**src/rtl/rxf_pkg.sv**
```systemverilog
// Shared definitions for the receive destination filter.
package rxf_pkg;
    // Accept policy; encodings are fixed by the programming model.
    typedef enum logic [1:0] {
        ACC_NONE      = 2'd0,
        ACC_STATION   = 2'd1,
        ACC_STN_BCAST = 2'd2,
        ACC_ALL       = 2'd3
    } acc_mode_e;

    localparam logic [7:0] BCAST_BYTE = 8'hFF;
endpackage

```
**src/rtl/rxf_frame_track.sv**
```systemverilog
// Frame position tracker: tells which address byte is on the bus.
// Assumes ADDR_BYTES >= 2; a start byte is always byte 0 of a new frame.
module rxf_frame_track #(
    parameter int ADDR_BYTES = 6,
    localparam int CW = $clog2(ADDR_BYTES + 1)
) (
    input  logic          clk,
    input  logic          rst_n,
    input  logic          in_valid,
    input  logic          in_sof,
    output logic [CW-1:0] byte_idx,
    output logic          first_beat,
    output logic          addr_beat,
    output logic          last_beat,
    output logic          short_abort,
    output logic          frame_open
);
    logic          open_q;
    logic [CW-1:0] cnt_q;

    // Classify the current cycle from the input qualifiers and state.
    always_comb begin
        first_beat  = in_valid && in_sof;
        addr_beat   = first_beat || (in_valid && open_q);
        byte_idx    = first_beat ? '0 : cnt_q;
        last_beat   = addr_beat && (byte_idx == CW'(ADDR_BYTES - 1));
        short_abort = first_beat && open_q;
    end

    // Advance the address byte count; close the frame after the last one.
    always_ff @(posedge clk) begin
        if (!rst_n) begin
            open_q <= 1'b0;
            cnt_q  <= '0;
        end else if (addr_beat) begin
            if (last_beat) begin
                open_q <= 1'b0;
                cnt_q  <= '0;
            end else begin
                open_q <= 1'b1;
                cnt_q  <= byte_idx + 1'b1;
            end
        end
    end

    assign frame_open = open_q;
endmodule

```
**src/rtl/rxf_addr_match.sv**
```systemverilog
// Running comparators: station-address match and broadcast detection.
// Hit outputs describe the whole address and are meaningful on last_beat.
module rxf_addr_match
    import rxf_pkg::*;
#(
    parameter int ADDR_BYTES = 6,
    localparam int CW = $clog2(ADDR_BYTES + 1)
) (
    input  logic                    clk,
    input  logic                    rst_n,
    input  logic [7:0]              in_byte,
    input  logic [8*ADDR_BYTES-1:0] station_addr,
    input  logic [CW-1:0]           byte_idx,
    input  logic                    addr_beat,
    input  logic                    first_beat,
    output logic                    stn_hit,
    output logic                    bc_hit
);
    logic [ADDR_BYTES-1:0] eq_vec;
    logic                  eq_now;
    logic                  stn_run_q;
    logic                  bc_run_q;

    // One comparator per station byte.
    for (genvar i = 0; i < ADDR_BYTES; i++) begin : g_cmp
        assign eq_vec[i] = (in_byte == station_addr[8*i +: 8]);
    end

    // Pick the comparator for the byte position now on the bus.
    always_comb begin
        eq_now = 1'b0;
        for (int i = 0; i < ADDR_BYTES; i++) begin
            if (byte_idx == CW'(i)) eq_now = eq_vec[i];
        end
    end

    // Fold this byte into the running results; a start byte restarts them.
    always_comb begin
        stn_hit = (first_beat || stn_run_q) && eq_now;
        bc_hit  = (first_beat || bc_run_q) && (in_byte == BCAST_BYTE);
    end

    // Hold the running results between address bytes.
    always_ff @(posedge clk) begin
        if (!rst_n) begin
            stn_run_q <= 1'b0;
            bc_run_q  <= 1'b0;
        end else if (addr_beat) begin
            stn_run_q <= stn_hit;
            bc_run_q  <= bc_hit;
        end
    end
endmodule

```
**src/rtl/rxf_verdict.sv**
```systemverilog
// Policy stage: captures the mode per frame and registers the verdict pulse.
// Assumes short_abort and last_beat are never high together (ADDR_BYTES >= 2).
module rxf_verdict
    import rxf_pkg::*;
(
    input  logic      clk,
    input  logic      rst_n,
    input  logic      first_beat,
    input  logic      last_beat,
    input  logic      short_abort,
    input  acc_mode_e mode_in,
    input  logic      stn_hit,
    input  logic      bc_hit,
    output logic      accept_o,
    output logic      reject_o,
    output acc_mode_e mode_hold
);
    acc_mode_e mode_q;
    acc_mode_e mode_eff;
    logic      take;

    // Apply the frame's policy to the address results.
    always_comb begin
        mode_eff = first_beat ? mode_in : mode_q;
        unique case (mode_eff)
            ACC_NONE:      take = 1'b0;
            ACC_STATION:   take = stn_hit;
            ACC_STN_BCAST: take = stn_hit || bc_hit;
            ACC_ALL:       take = 1'b1;
            default:       take = 1'b0;
        endcase
    end

    // Capture the policy on each start byte.
    always_ff @(posedge clk) begin
        if (!rst_n)          mode_q <= ACC_NONE;
        else if (first_beat) mode_q <= mode_in;
    end

    // Register one-cycle verdict pulses.
    always_ff @(posedge clk) begin
        if (!rst_n) begin
            accept_o <= 1'b0;
            reject_o <= 1'b0;
        end else begin
            accept_o <= last_beat && take;
            reject_o <= short_abort || (last_beat && !take);
        end
    end

    assign mode_hold = mode_q;
endmodule

```
**src/rtl/rx_dest_filter.sv**
```systemverilog
// Receive destination address filter top: tracks the address bytes of each
// frame, matches them, and pulses accept or reject after the last one.
module rx_dest_filter
    import rxf_pkg::*;
#(
    parameter int ADDR_BYTES = 6,
    localparam int CW = $clog2(ADDR_BYTES + 1),
    localparam int AW = 8 * ADDR_BYTES
) (
    input  logic          clk,
    input  logic          rst_n,
    input  logic          in_valid,
    input  logic          in_sof,
    input  logic [7:0]    in_byte,
    input  logic [AW-1:0] station_addr,
    input  logic [1:0]    accept_mode,
    output logic          accept_o,
    output logic          reject_o
);
    logic [CW-1:0] byte_idx;
    logic          first_beat;
    logic          addr_beat;
    logic          last_beat;
    logic          short_abort;
    logic          frame_open;
    logic          stn_hit;
    logic          bc_hit;
    acc_mode_e     mode_hold;

    rxf_frame_track #(.ADDR_BYTES(ADDR_BYTES)) u_track (
        .clk         (clk),
        .rst_n       (rst_n),
        .in_valid    (in_valid),
        .in_sof      (in_sof),
        .byte_idx    (byte_idx),
        .first_beat  (first_beat),
        .addr_beat   (addr_beat),
        .last_beat   (last_beat),
        .short_abort (short_abort),
        .frame_open  (frame_open)
    );

    rxf_addr_match #(.ADDR_BYTES(ADDR_BYTES)) u_match (
        .clk          (clk),
        .rst_n        (rst_n),
        .in_byte      (in_byte),
        .station_addr (station_addr),
        .byte_idx     (byte_idx),
        .addr_beat    (addr_beat),
        .first_beat   (first_beat),
        .stn_hit      (stn_hit),
        .bc_hit       (bc_hit)
    );

    rxf_verdict u_verdict (
        .clk         (clk),
        .rst_n       (rst_n),
        .first_beat  (first_beat),
        .last_beat   (last_beat),
        .short_abort (short_abort),
        .mode_in     (acc_mode_e'(accept_mode)),
        .stn_hit     (stn_hit),
        .bc_hit      (bc_hit),
        .accept_o    (accept_o),
        .reject_o    (reject_o),
        .mode_hold   (mode_hold)
    );
endmodule

```
**config.mk**
```make
export PLATFORM = sky130hd
export DESIGN_NAME = rx_dest_filter
export DESIGN_NICKNAME = d
export VERILOG_FILES = /design/src/rtl/rxf_pkg.sv /design/src/rtl/rxf_frame_track.sv /design/src/rtl/rxf_addr_match.sv /design/src/rtl/rxf_verdict.sv /design/src/rtl/rx_dest_filter.sv
export SDC_FILE = /design/constraint.sdc
export NUM_CORES = 1
export LEC_CHECK = 0
export ABC_AREA = 1
export BUFFER_PORTS_ARGS = -buffer_cell sky130_fd_sc_hd__buf_2
export CAP_MARGIN = 20
export CORE_MARGIN = 4
export CORE_UTILIZATION = 50
export CTS_BUF_LIST = sky130_fd_sc_hd__clkbuf_16
export DETAILED_ROUTE_END_ITERATION = 12
export HOLD_SLACK_MARGIN = 0.1
export PLACE_DENSITY = 0.85
export SLEW_MARGIN = 15
export SYNTH_ARGS = -nofsm -noshare
export SYNTH_HDL_FRONTEND = slang
export SYNTH_SLANG_ARGS = --single-unit
```
**constraint.sdc**
```tcl
create_clock -name clk -period 2.3 [get_ports clk]
set_input_delay 0.23 -clock clk [delete_from_list [all_inputs] [get_ports clk]]
set_output_delay 0.23 -clock clk [all_outputs]
set_load 0.005 [all_outputs]
```
* Word level (Yosys, flattened, before mapping)
Cells that the tools add are included.
Operators by class: add/subtract/negate cells 1, eq/ne operators 15, multiplexer cells 11, reductions and logical operators 16
Operator list (number):
- 8-bit equality test | 6
- 8-bit equality test, second input constant | 1
- 1-bit logical AND | 8
- 1-bit 2-to-1 mux | 7
- 3-bit by 2-bit equality test with 1-bit output, second input constant | 2
- 3-bit equality test, second input constant | 2
- 3-bit 2-to-1 mux | 2
- 1-bit logical OR | 5
- 2-bit equality test, second input constant | 2
- 1-bit case mux with 4 select lines | 1
- 3-bit by 1-bit adder with 3-bit output, second input constant | 1
- 3-bit by 1-bit equality test with 1-bit output, second input constant | 1
- 3-bit logical NOT | 1
- 2-bit by 1-bit equality test with 1-bit output, second input constant | 1
- 2-bit logical NOT | 1
- 2-bit 2-to-1 mux | 1
- 1-bit logical NOT | 1
Word-level totals: bits in registers 10, input bits 62, logic and storage cells 50

* Depth between registers and ports, before layout
Gate-level depths: netlist of the first run.
depth after elaboration 15, depth in mapped cells 18

* Cells and area by module
Synthesis of the first run repeated with hierarchy kept, for this count alone.
Unflattened totals: cells, all modules 241, area total of the unflattened synthesis 1380.1 um^2
Modules (own cells, without submodules):
- rxf_addr_match | times used 1, cells an instance 180, area each 932.1 um^2, seq. area each 40.0 um^2
- rxf_frame_track | times used 1, cells an instance 36, area each 270.3 um^2, seq. area each 80.1 um^2
- rxf_verdict | times used 1, cells an instance 25, area each 177.7 um^2, seq. area each 80.1 um^2

* Least setup slack after synthesis of the first run
Ideal clock, no wire load.
path kind input -> register, start in in_sof, end reg u_verdict.reject_o, data arrival time 1.417 ns, data required time 2.187 ns, setup slack 0.770 ns, stages on the path 17, path buffers 0, cells stage by stage nand2_4 > inv_2 > nor2_2 > ha_1 > inv_1 > nor2_1 > nand2_1 > nor2_1 > nand3_1 > nand3_1 > nand2_1 > nand2_1 > nand2_1 > nand2_2 > nand2_2 > nand3_1 > nand2_1
On the way: longest elaborated chain between the ends 15, elaborated cells on any way between the ends 31, those cells by class eq/ne: 8; mux: 9; reduce/logical: 14
Ends and longest elaborated chain:
- start, declared | RTL line rx_dest_filter.sv:13 | input logic in_sof,
- 1-bit logical AND * | RTL line rxf_frame_track.sv:23 | first_beat = in_valid && in_sof;
- 3-bit 2-to-1 mux | RTL line rxf_frame_track.sv:25 | byte_idx = first_beat ? '0 : cnt_q;
- 3-bit logical NOT | RTL line rxf_addr_match.sv:33 | if (byte_idx == CW'(i)) eq_now = eq_vec[i];
- 1-bit 2-to-1 mux (6 in series) | RTL line rxf_addr_match.sv:33
- 1-bit logical AND | RTL line rxf_addr_match.sv:39 | stn_hit = (first_beat || stn_run_q) && eq_now;
- 1-bit logical OR | RTL line rxf_verdict.sv:28 | ACC_STN_BCAST: take = stn_hit || bc_hit;
- 1-bit case mux with 4 select lines | RTL line rxf_verdict.sv:25 | unique case (mode_eff)
- 1-bit logical NOT | RTL line rxf_verdict.sv:47 | reject_o <= short_abort || (last_beat && !take);
- 1-bit logical AND | RTL line rxf_verdict.sv:47
- 1-bit logical OR * | RTL line rxf_verdict.sv:47
- end signal, assigned | RTL line rxf_verdict.sv:47
- end, declared | RTL line rxf_verdict.sv:15 | output logic reject_o,
Mark *: on every way between the ends. The rest lies on a longest branch, timed or not. A chain may end at the register's enable or synchronous reset.

* Worst setup path in the final report of the first run
start reg u_track.cnt_q[1], end reg u_verdict.reject_o
On the way: longest elaborated chain between the ends 14, elaborated cells on any way between the ends 20, those cells by class eq/ne: 5; mux: 8; reduce/logical: 7
Ends and longest elaborated chain:
- start, declared | RTL line rxf_frame_track.sv:19 | logic [CW-1:0] cnt_q;
- start signal, assigned | RTL line rxf_frame_track.sv:41 | cnt_q <= byte_idx + 1'b1;
- 3-bit 2-to-1 mux * | RTL line rxf_frame_track.sv:25
- 3-bit logical NOT | RTL line rxf_addr_match.sv:33
- 1-bit 2-to-1 mux (6 in series) | RTL line rxf_addr_match.sv:33
- 1-bit logical AND | RTL line rxf_addr_match.sv:39
- 1-bit logical OR | RTL line rxf_verdict.sv:28
- 1-bit case mux with 4 select lines | RTL line rxf_verdict.sv:25
- 1-bit logical NOT | RTL line rxf_verdict.sv:47
- 1-bit logical AND * | RTL line rxf_verdict.sv:47
- 1-bit logical OR * | RTL line rxf_verdict.sv:47
Marked as above.

==> summary.md, run 1 <==
| Metric | Value |
|---|---|
| Worst path required time | `2.42 ns` |
| Initial Util | `0.5303` |
| Number of fill cells in the layout | `246` |
| RSZ-0062 raised after global routing | `no` |
| Core Region | `0.002522 sq mm` |
| Grt ovf | `0` |
| DRC Markers | `0` |
| Combinational share of power | `0.318` |
| Die ar. | `0.003566 sq mm` |
| Pleak | `0.9589 nW` |
| Data arrival, critical path | `1.83 ns` |
| Crit path capture type | `register` |
| CTS buffer count | `3` |
| Max Cap Viol | `0` |
| CTS Buffer Depth | `2` |
| Worst Setup Path Type | `reg2reg` |
| Headroom to the max-slew limit | `0.7039` |
| Most frequent cells in the layout | `68 x nand2_1, 63 x buf_2, 35 x inv_1, 32 x nor2_1, 23 x xnor2_1` |
| Most common cell after layout, fill and taps aside | `nand2_1` |
| Largest net degree at the start of global routing | `8` |
| Routed vias | `1541` |
| Setup Viol. Count Final | `0` |
| Vias in the first global route | `1433` |
| Fmax | `0.5848 GHz` |
| Initial antenna violation count | `0` |
| Final wirelength | `3.656 mm` |
| Post-synthesis cell count | `234` |
| Place WS | `0.4693 ns` |
| Routed Antenna Nets | `0` |
| Status | `completed` |
| IO Pins | `64` |
| Die W | `59.72 um` |
| Post-cts sizing count | `0` |
| Cell variety after synth | `25` |
| Sequential element share of the synthesized area | `0.1497` |
| Global Route Usage Sum | `0.2199` |
| Hold crit path type | `in2reg` |
| Hpwl dp | `2.989 mm` |
| DR vias/cell | `4.756` |
| Diodes inserted | `0` |
| Sequential group share of total power | `0.258` |
| DRT iter0 DRCs | `63` |
| Hold Crit Start | `rst_n` |
| Final Cell Area | `0.001702 sq mm` |
| Clock network power share | `0.424` |
| VDD IR max | `0.0008652 V` |
| CTS tree | `built` |
| DR pass1 iterations | `4` |
| Launching point of the worst reg2reg path | `u_track.cnt_q[1]` |
| Cell Area, Placed | `0.001623 sq mm` |
| Worst-path fanout max | `4` |
| First-pass GRT wire length | `6.003 mm` |
| Site row count | `18` |
| Pwr per Cell Area | `421.8 mW/mm^2` |
| Clock sink count | `10` |
| Root buffer cell | `clkbuf_16` |
| Clk_skew | `0.0007915 ns` |
| Port-buffer cells | `63` |
| Area Overhead vs Synth | `27.22%` |
| Syn_area_per_cell | `5.716 sq um` |
| Setup TNS | `0 ns` |
| Avg WL per Cell | `11.28 um` |
| Reg clk slew, reported paths | `0.04 ns` |
| Switch Pwr | `0.0002045 W` |
| Critical Path Start | `u_track.cnt_q[1]` |
| Post-Synthesis Net Count | `299` |
| Share of layout cells above drive strength 1 | `0.2823` |
| Max-slew violations | `0` |
| YS warnings | `0` |
| H-tree depth | `1` |
| Minimum clock period after layout | `1.710 ns` |
| Tcrit/Tclk final | `0.7435` |
| Post-synth top area share | `0.1908` |
| Post-CTS Setup Bufs | `0` |
| Clk Latency, worst-skew pair | `0.23 ns` |
| Hold_buf cts | `0` |
| Nets | `360` |
| P_int | `0.0005132 W` |
| Worst Max-Slew Pin Slew | `0.4396 ns` |
| Ranking of synthesized cells by area | `nand2_1 19%, xnor2_1 15%, dfxtp_1 15%, inv_1 9.8%, nor2_1 9.0%` |
| Cell area after synthesis | `0.001338 sq mm` |
| Switching Share | `0.2849` |
| Routability Congestion | `0.9006` |
| Hold Vio Cnt, Final | `0` |
| PnR worst setup slack | `0.5900 ns` |
| CP Launch Type | `register` |
| Leading area contributor after synthesis | `nand2_1` |
| Post-synthesis register bit count | `10` |
| Die H | `59.72 um` |
==> area by class of cell <==
cell class,instances,area (sq um),area share
Inverter,42,157.7,0.09265
Tap cell,30,37.54,0.02206
Clock inverter,1,3.754,0.002206
Clock buffer,3,75.07,0.04412
Timing Repair Buffer,63,315.3,0.1853
Multi-Input combinational cell,175,912.1,0.5360
Sequential cell,10,200.2,0.1176
==> synthesized netlist by cell type, drive strengths merged <==
cell type / count
inv: 42
o211ai: 1
a21oi: 7
o21ai: 10
nor4: 2
nor2: 34
nand2: 73
xor2: 1
dfxtp: 10
or2: 3
ha: 3
xnor2: 23
a21o: 1
mux2i: 1
nand4: 6
nand3: 8
buf: 7
o22ai: 2
==> metal layers <==
metal | part of all wire | routed length (um) | vias up | track usage
met5 | 0 | 0 | - | 0
met4 | 0.016 | 57 | 0 | 0.04114
met3 | 0.066 | 243 | 6 | 0.05400
met2 | 0.49 | 1776 | 53 | 0.3781
met1 | 0.43 | 1578 | 652 | 0.2781
li1 | - | - | 830 | -
==> power groups by stage <==
stage / clock (W) / combinational [W] / sequential (W)
detailed placement: 0 / 0.000223 / 0.000187
floorplan: 0 / 0.000148 / 0.000186
global placement: 0 / 0.000220 / 0.000187
finish: 0.000304 / 0.000228 / 0.000185
CTS: 0.000307 / 0.000227 / 0.000185
global route: 0.000316 / 0.000257 / 0.000186
==> registers in the layout, indices dropped and copies added, names as in the netlist <==
name                 flops
u_track.frame_open       1
u_match.stn_run_q        1
u_verdict.reject_o       1
u_track.cnt_q            3
u_verdict.accept_o       1
u_verdict.mode_hold      2
u_match.bc_run_q         1
==> worst max-delay path, stage by stage, from the launching register on <==
cell	delay [ns]
dfxtp_1	0.31
inv_1	0.09
nor2_2	0.14
inv_1	0.07
ha_1	0.20
nor2_1	0.10
nand2_1	0.05
nor2_1	0.09
nand3_1	0.08
nand3_1	0.08
nand2_1	0.05
nand2_1	0.05
nand2_1	0.06
nand2_2	0.07
nand2_2	0.06
nand3_1	0.07
nand2_1	0.05
==> cell families after synthesis <==
kind of cell,count (synthesis),share of synthesized area
xor+xnor,24,0.1572
flops,10,0.1497
mux,1,0.007484
simple gates,126,0.4022
buf+inv,49,0.1684
compound gates,21,0.08700
fa+ha+maj,3,0.02807
==> through the flow <==
stage	utilization	instances	hold slack, ns	power (W)
6_report	0.6746	324	0.3000	0.0007177
5_1_grt	0.6746	324	0.3121	0.0007582
4_1_cts	0.6746	324	0.2993	0.0007187
3_5_place_dp	0.6434	320	0.4683	0.0004102
3_3_place_gp	0.6434	320	0.4628	0.0004073
2_1_floorplan	-	234	0.3684	0.0003346
==> worst paths after layout <==
kind	cells past startpoint	to	slack [ns]
worst max-delay path	16	u_verdict.reject_o	0.59
worst min-delay path	3	u_track.frame_open	0.30
worst max register to register	16	u_verdict.reject_o	0.59
worst min register to register	2	u_match.bc_run_q	0.47
Note: power is estimated with default switching activity, not from simulation.
==> inputs of run 2 (changes only) <==
--- a/config.mk
+++ b/config.mk
@@ -5,15 +5,15 @@
 export SDC_FILE = /design/constraint.sdc
 export NUM_CORES = 1
 export LEC_CHECK = 0
-export ABC_AREA = 1
+export ABC_AREA = 0
 export BUFFER_PORTS_ARGS = -buffer_cell sky130_fd_sc_hd__buf_2
 export CAP_MARGIN = 20
 export CORE_MARGIN = 4
-export CORE_UTILIZATION = 50
+export CORE_UTILIZATION = 41
 export CTS_BUF_LIST = sky130_fd_sc_hd__clkbuf_16
 export DETAILED_ROUTE_END_ITERATION = 12
 export HOLD_SLACK_MARGIN = 0.1
-export PLACE_DENSITY = 0.85
+export PLACE_DENSITY = 0.77
 export SLEW_MARGIN = 15
 export SYNTH_ARGS = -nofsm -noshare
 export SYNTH_HDL_FRONTEND = slang
==> constraint.sdc (replaced) <==
create_clock -name clk -period 1.4 [get_ports clk]
set_input_delay 0.14 -clock clk [delete_from_list [all_inputs] [get_ports clk]]
set_output_delay 0.14 -clock clk [all_outputs]
set_load 0.005 [all_outputs]
==> run 2 against run 1 <==
Effect of this change:
- the flow now finishes with violations (setup timing)
- hold slack got worse by 0.079 ns
- non-clock buffer count grew 28
- sequential share of layout area decreased by 0.86 points
- die area rose by 9.6%
- critical path type unchanged
- flip-flop and latch count unchanged
- combinational power is 89% higher
- design area up 9.2%
- total power is 76% higher
- sequential power is 68% higher
- utilization shrank 1.2 points
- critical endpoint is now u_match.stn_run_q
- synthesized cell count is 39% lower
- first-iteration DRC count shrank 79%
==> summary.md, run 2 <==
| Metric | Value |
|---|---|
| Status | `complete, but fails checks` |
| Failing checks | `setup timing` |
| Initial antenna violation count | `0` |
| Switch Pwr | `0.0003543 W` |
| Place WS | `-0.2091 ns` |
| Hold Vio Cnt, Final | `0` |
| CP Launch Type | `register` |
| Worst-path fanout max | `5` |
| Cell Area, Placed | `0.001727 sq mm` |
| R2R setup slack | `-0.18 ns` |
| Post-synth top area share | `0.1797` |
| YS warnings | `0` |
| Clk_skew | `0.0007286 ns` |
| Vias in the first global route | `1423` |
| IO Pins | `64` |
| Die W | `62.52 um` |
| Leading area contributor after synthesis | `xor2_1` |
| Switching Share | `0.2801` |
| Core Region | `0.002805 sq mm` |
| Clk Latency, worst-skew pair | `0.24 ns` |
| Port-buffer cells | `63` |
| Tcrit/Tclk final | `1.130` |
| Mux share of post-synthesis cell area | `0.01643` |
| VDD IR max | `0.0003991 V` |
| Final hold slack | `0.2206 ns` |
| Worst Max-Slew Pin Slew | `0.3619 ns` |
| First-pass GRT wire length | `6.313 mm` |
| Hold_buf cts | `0` |
| Pleak | `0.8336 nW` |
| Max reg flops | `3` |
| Global Route Usage Sum | `0.1991` |
| Count leader, synth | `xor2_1` |
| Clock sink count | `10` |
| Avg WL per Cell | `14.23 um` |
| Worst path required time | `1.57 ns` |
| Hold Crit Start | `accept_mode[0]` |
| H-tree depth | `1` |
| Die ar. | `0.003909 sq mm` |
| Syn_area_per_cell | `8.582 sq um` |
| PnR worst setup slack | `-0.1827 ns` |
| Headroom to the max-slew limit | `0.7579` |
| Pwr per Cell Area | `680.7 mW/mm^2` |
| Post-synthesis cell count | `142` |
| Diodes inserted | `0` |
| Largest Register | `u_track.cnt_q` |
| Largest family of logic cells by synthesized area | `XOR/XNOR gates` |
| Site row count | `19` |
| Compound-Gate Fraction of Synth Area | `0.1068` |
| Fmax | `0.6318 GHz` |
| DRT iter0 DRCs | `13` |
| Top cells by count, synth | `25 x xor2_1, 20 x xnor2_1, 10 x dfxtp_1` |
| CTS buffer count | `3` |
| Cell area after synthesis | `0.001219 sq mm` |
| Nets | `294` |
| Worst reg2reg path depth | `6` |
| Crit path capture type | `register` |
| Placed cells | `255` |
| Sequential element share of the synthesized area | `0.1643` |
| EDFF count, synth | `0` |
| Ranking of synthesized cells by area | `xor2_1 18%, dfxtp_1 16%, xnor2_1 14%, buf_6 5.5%, a21oi_1 3.3%` |
| Minimum clock period after layout | `1.583 ns` |
| Reg clk slew, reported paths | `0.04 ns` |
| FF-to-FF End | `u_match.stn_run_q` |
| Final wirelength | `3.686 mm` |
| Max-slew violations | `0` |
| Clock network power share | `0.413` |
| Launching point of the worst reg2reg path | `u_track.cnt_q[0]` |
| DRC Markers | `0` |
| DR pass1 iterations | `4` |
| Die H | `62.52 um` |
| Initial Util | `0.4344` |
| Post-synth ARST share | `0` |
| Combinational share of power | `0.342` |
| Grt ovf | `0` |
| Largest net degree at the start of global routing | `10` |
| CTS Buffer Depth | `2` |
| Setup TNS | `-0.2397 ns` |
| Finished Layout Cells | `259` |
| Routed Antenna Nets | `0` |
| Critical Path Start | `u_track.cnt_q[0]` |
| Most frequent cells in the layout | `63 x buf_2, 28 x buf_4, 25 x xor2_1, 20 x xnor2_1` |
| Setup Viol. Count Final | `2` |
| Final Cell Area | `0.001858 sq mm` |
| Post-CTS Setup Bufs | `0` |
| Area share of fa/ha/maj cells after synthesis | `0.03080` |
| P_int | `0.0009105 W` |
| Most used DFF post-synth | `dfxtp_1` |
| RSZ-0062 raised after global routing | `yes` |
| Most common cell after layout, fill and taps aside | `buf_2` |
| Sequential group share of total power | `0.245` |
| Routability Congestion | `0.8526` |
| Max Cap Viol | `0` |
| DR vias/cell | `5.185` |
| Area Overhead vs Synth | `52.46%` |
| Xor and xnor fraction of the mapped netlist area | `0.3727` |
| Cell variety after synth | `35` |
| Simple logic cell fraction of the synthesized area | `0.2290` |
| Worst Setup Path Type | `reg2reg` |
| CTS tree | `built` |
| Routed vias | `1343` |
| Hold crit path type | `in2reg` |
| Post-Synthesis Net Count | `207` |
| Share of layout cells above drive strength 1 | `0.5044` |
| Hpwl dp | `3.009 mm` |
| Post-synthesis register bit count | `10` |
| Critical Path Sink | `u_match.stn_run_q` |
| Root buffer cell | `clkbuf_16` |
| Data arrival, critical path | `1.75 ns` |
## run 2: cell types whose count changed after synthesis, sizes merged, moves of 4 or more
cell,delta
nand2,-67
inv,-40
nor2,-30
xor2,+24
nor3,+6
nor2b,+4
nor4,+4
## run 2: cells by family (layout without fill, tap and decap cells)
group,after synthesis,after routing
xor+xnor,48,48
buf+inv,11,97
flops,10,10
compound gates,22,22
mux,2,2
fa+ha+maj,3,3
simple gates,46,46
## run 2: area by class of cell
cell class	instances	area (sq um)
Clock buffer	3	75.07
Clock inverter	1	3.754
Fill cell	227	947.2
Inverter	2	7.507
Multi-Input combinational cell	121	1005
Sequential cell	10	202.7
Tap cell	31	38.79
Timing Repair Buffer	91	525.5
## run 2: critical path, stage by stage, from the launching register on
cell	delay, ns
dfxtp_2	0.34
and2_4	0.15
ha_4	0.16
or4_4	0.51
a21boi_2	0.15
o31ai_1	0.07
a21oi_1	0.13
## run 2: through the flow
stage / utilization / power, W
floorplan: - / 0.0005526
detailed placement: 0.6155 / 0.0007289
finish: 0.6624 / 0.001265
CTS: 0.6472 / 0.001254
global route: 0.6624 / 0.001334
global placement: 0.6155 / 0.0007224
## run 2: worst min-delay path by stage
stage                                  end  slack (ns)  depth (start not counted)
floorplan               u_track.frame_open        0.25                          1
global placement        u_track.frame_open        0.46                          3
detailed placement        u_track.cnt_q[0]        0.47                          2
CTS                       u_track.cnt_q[1]        0.22                          2
global route        u_verdict.mode_hold[1]        0.24                          2
finish              u_verdict.mode_hold[0]        0.22                          3
## run 2: power by group through the flow
stage                     clock, W  sequential (W)  combinational, W
after floorplan                  0        0.000311          0.000242
after global placement           0        0.000314          0.000409
after global routing      0.000547        0.000312          0.000475
after detailed placement         0        0.000314          0.000415
final                     0.000522        0.000310          0.000432
after CTS                 0.000522        0.000309          0.000423
## run 2: metal layers
metal	vias to the layer above	track usage	wire, um
met5	-	0	0
met4	0	0.07163	86
met3	9	0.03417	144
met2	38	0.3675	1945
met1	629	0.2270	1509
li1	667	-	-
## run 2: timing repair
action	CTS	global route
pin swaps	1	2
setup endpoints to repair	3	5
gates resized for setup	2	10
==> inputs of run 3 (changes only) <==
--- a/config.mk
+++ b/config.mk
@@ -9,11 +9,11 @@
 export BUFFER_PORTS_ARGS = -buffer_cell sky130_fd_sc_hd__buf_2
 export CAP_MARGIN = 20
 export CORE_MARGIN = 4
-export CORE_UTILIZATION = 41
-export CTS_BUF_LIST = sky130_fd_sc_hd__clkbuf_16
+export CORE_UTILIZATION = 42
+export CTS_BUF_LIST = sky130_fd_sc_hd__clkbuf_4
 export DETAILED_ROUTE_END_ITERATION = 12
 export HOLD_SLACK_MARGIN = 0.1
-export PLACE_DENSITY = 0.77
+export PLACE_DENSITY = 0.78
 export SLEW_MARGIN = 15
 export SYNTH_ARGS = -nofsm -noshare
 export SYNTH_HDL_FRONTEND = slang
==> run 3 against run 2 <==
Effect of this change:
- the run still ends with setup timing left
- register-to-register slack about the same
- utilization rose by 0.87 points
- routed wire length increased by 0.60%
- count of clock-buffer cells in the layout stayed put
- largest cell class unchanged
==> summary.md, run 3 (synthesis results as in run 2) <==
| Metric | Value |
|---|---|
| Pwr per Cell Area | `518.8 mW/mm^2` |
| Max Cap Viol | `0` |
| Hold_buf cts | `0` |
| Max-slew violations | `0` |
| R2R setup slack | `-0.18 ns` |
| Clk_skew | `0.006202 ns` |
| DRT iter0 DRCs | `42` |
| Reg clk slew, reported paths | `0.07 ns` |
| Final hold slack | `0.1834 ns` |
| Grt ovf | `0` |
| Final wirelength | `3.708 mm` |
| Crit path capture type | `register` |
| Port-buffer cells | `63` |
| Site row count | `19` |
| CP peak stage delay | `0.50 ns` |
| VDD IR max | `0.0005150 V` |
| Worst Max-Slew Pin Slew | `0.4117 ns` |
| Global Route Usage Sum | `0.2027` |
| Finished Layout Cells | `264` |
| First-pass GRT wire length | `5.706 mm` |
| Utilization after layout | `0.6711` |
| Hold Vio Cnt, Final | `0` |
| Most frequent cells in the layout | `63 x buf_2, 33 x buf_4, 25 x xor2_1, 20 x xnor2_1, 8 x dfxtp_1` |
| Most common cell after layout, fill and taps aside | `buf_2` |
| DR vias/cell | `5.212` |
| Pleak | `0.8325 nW` |
| Root buffer cell | `clkbuf_4` |
| CTS tree | `built` |
| Max reg flops | `3` |
| Die ar. | `0.003827 sq mm` |
| CP max stage cell | `or4_1` |
| Number of fill cells in the layout | `208` |
| PnR worst setup slack | `-0.1767 ns` |
| Status | `complete, but fails checks` |
| Share of layout cells above drive strength 1 | `0.5150` |
| DRC Markers | `0` |
| Die W | `61.87 um` |
| IO Pins | `64` |
| Routed vias | `1376` |
| Crit path max-delay family | `simple AND/OR/NAND/NOR gates` |
| Hold crit path type | `in2reg` |
| Tcrit/Tclk final | `1.126` |
| Die H | `61.87 um` |
| Failing checks | `setup timing` |
| Vias in the first global route | `1327` |
| Clk Latency, worst-skew pair | `0.27 ns` |
| Diodes inserted | `0` |
| Routed Antenna Nets | `0` |
| Worst Setup Path Type | `reg2reg` |
| Minimum clock period after layout | `1.577 ns` |
| Reg area | `202.7 sq um` |
| H-tree depth | `1` |
| Data arrival, critical path | `1.78 ns` |
| Initial Util | `0.4419` |
| Clock sink count | `10` |
| Nets | `299` |
| Worst-path fanout max | `5` |
| Setup Viol. Count Final | `5` |
| Setup TNS | `-0.3826 ns` |
| Avg WL per Cell | `14.05 um` |
| Fmax | `0.6343 GHz` |
| Worst path cell trace | `and2_4, ha_4, or4_1, a21boi_1, o31ai_1, a21oi_1` |
| Worst path required time | `1.60 ns` |
| Largest Register | `u_track.cnt_q` |
| DR pass1 iterations | `4` |
| CP bufs+invs | `0` |
| Routability Congestion | `0.8559` |
| Placed cells | `258` |
| RSZ-0062 raised after global routing | `yes` |
| Initial antenna violation count | `0` |
| Place WS | `-0.2449 ns` |
| CTS Buffer Depth | `2` |
| Headroom to the max-slew limit | `0.7230` |
| Area Overhead vs Synth | `51.85%` |
| Core Region | `0.002758 sq mm` |
| CP Launch Type | `register` |
| Area of the multi-input gates | `0.001012 sq mm` |
| Largest net degree at the start of global routing | `10` |
| CTS buffer count | `3` |
| Hpwl dp | `3.111 mm` |
run 3: cell types whose count changed in the layout (fill, tap and decap cells not counted), moves of 2 or more:
| cell | before | now |
|---|---|---|
| a21oi_1 | 8 | 6 |
| a21oi_2 | 0 | 2 |
| nor3_2 | 3 | 1 |
| buf_4 | 28 | 33 |
| clkbuf_16 | 3 | 0 |
| clkbuf_4 | 0 | 3 |
run 3: area by class of cell:
cell class / count / share of cell area
flip-flops and latches: 10 / 0.1095
repair buffers: 96 / 0.3043
clock inverters: 1 / 0.002028
inverters: 2 / 0.004057
clock buffers: 3 / 0.01217
well taps: 31 / 0.02096
multi-input cells: 121 / 0.5470
run 3: metrics by stage:
step / total power (W) / area, sq um
floorplan: 0.0005526 / 1252
global placement: 0.0007257 / 1749
detailed placement: 0.0007380 / 1749
CTS: 0.0009560 / 1827
global route: 0.001016 / 1851
finish: 0.0009601 / 1851
run 3: routing by layer:
| metal | part of all wire | vias to the layer above | global-route usage |
|---|---|---|---|
| li1 | - | 681 | - |
| met1 | 0.38 | 641 | 0.2236 |
| met2 | 0.55 | 47 | 0.3946 |
| met3 | 0.059 | 7 | 0.03926 |
| met4 | 0.010 | 0 | 0.04545 |
| met5 | 0 | - | 0 |
run 3: repair_timing:
action	4_1_cts	5_1_grt
gates resized for setup	8	6
pin swaps	4	2
setup buffers	2	0
setup endpoints to repair	5	6
run 3: tightest hold or removal path, cell delays in order:
cell,delay [ns]
buf_2,0.15
o21ai_0,0.08
a31oi_1,0.04
run 3: worst paths after layout:
path	cells after the start	startpoint	to
worst max-delay path	6	u_track.cnt_q[0]	u_match.stn_run_q
worst min-delay path	3	rst_n	u_track.frame_open
worst max register to register	6	u_track.cnt_q[0]	u_match.stn_run_q
worst min register to register	1	u_track.frame_open	u_track.frame_open
run 3: where the power goes:
part	switching, W	internal [W]
registers	0.0000106	0.000297
clock network	0.000107	0.000103
logic	0.000201	0.000241
total	0.000319	0.000641
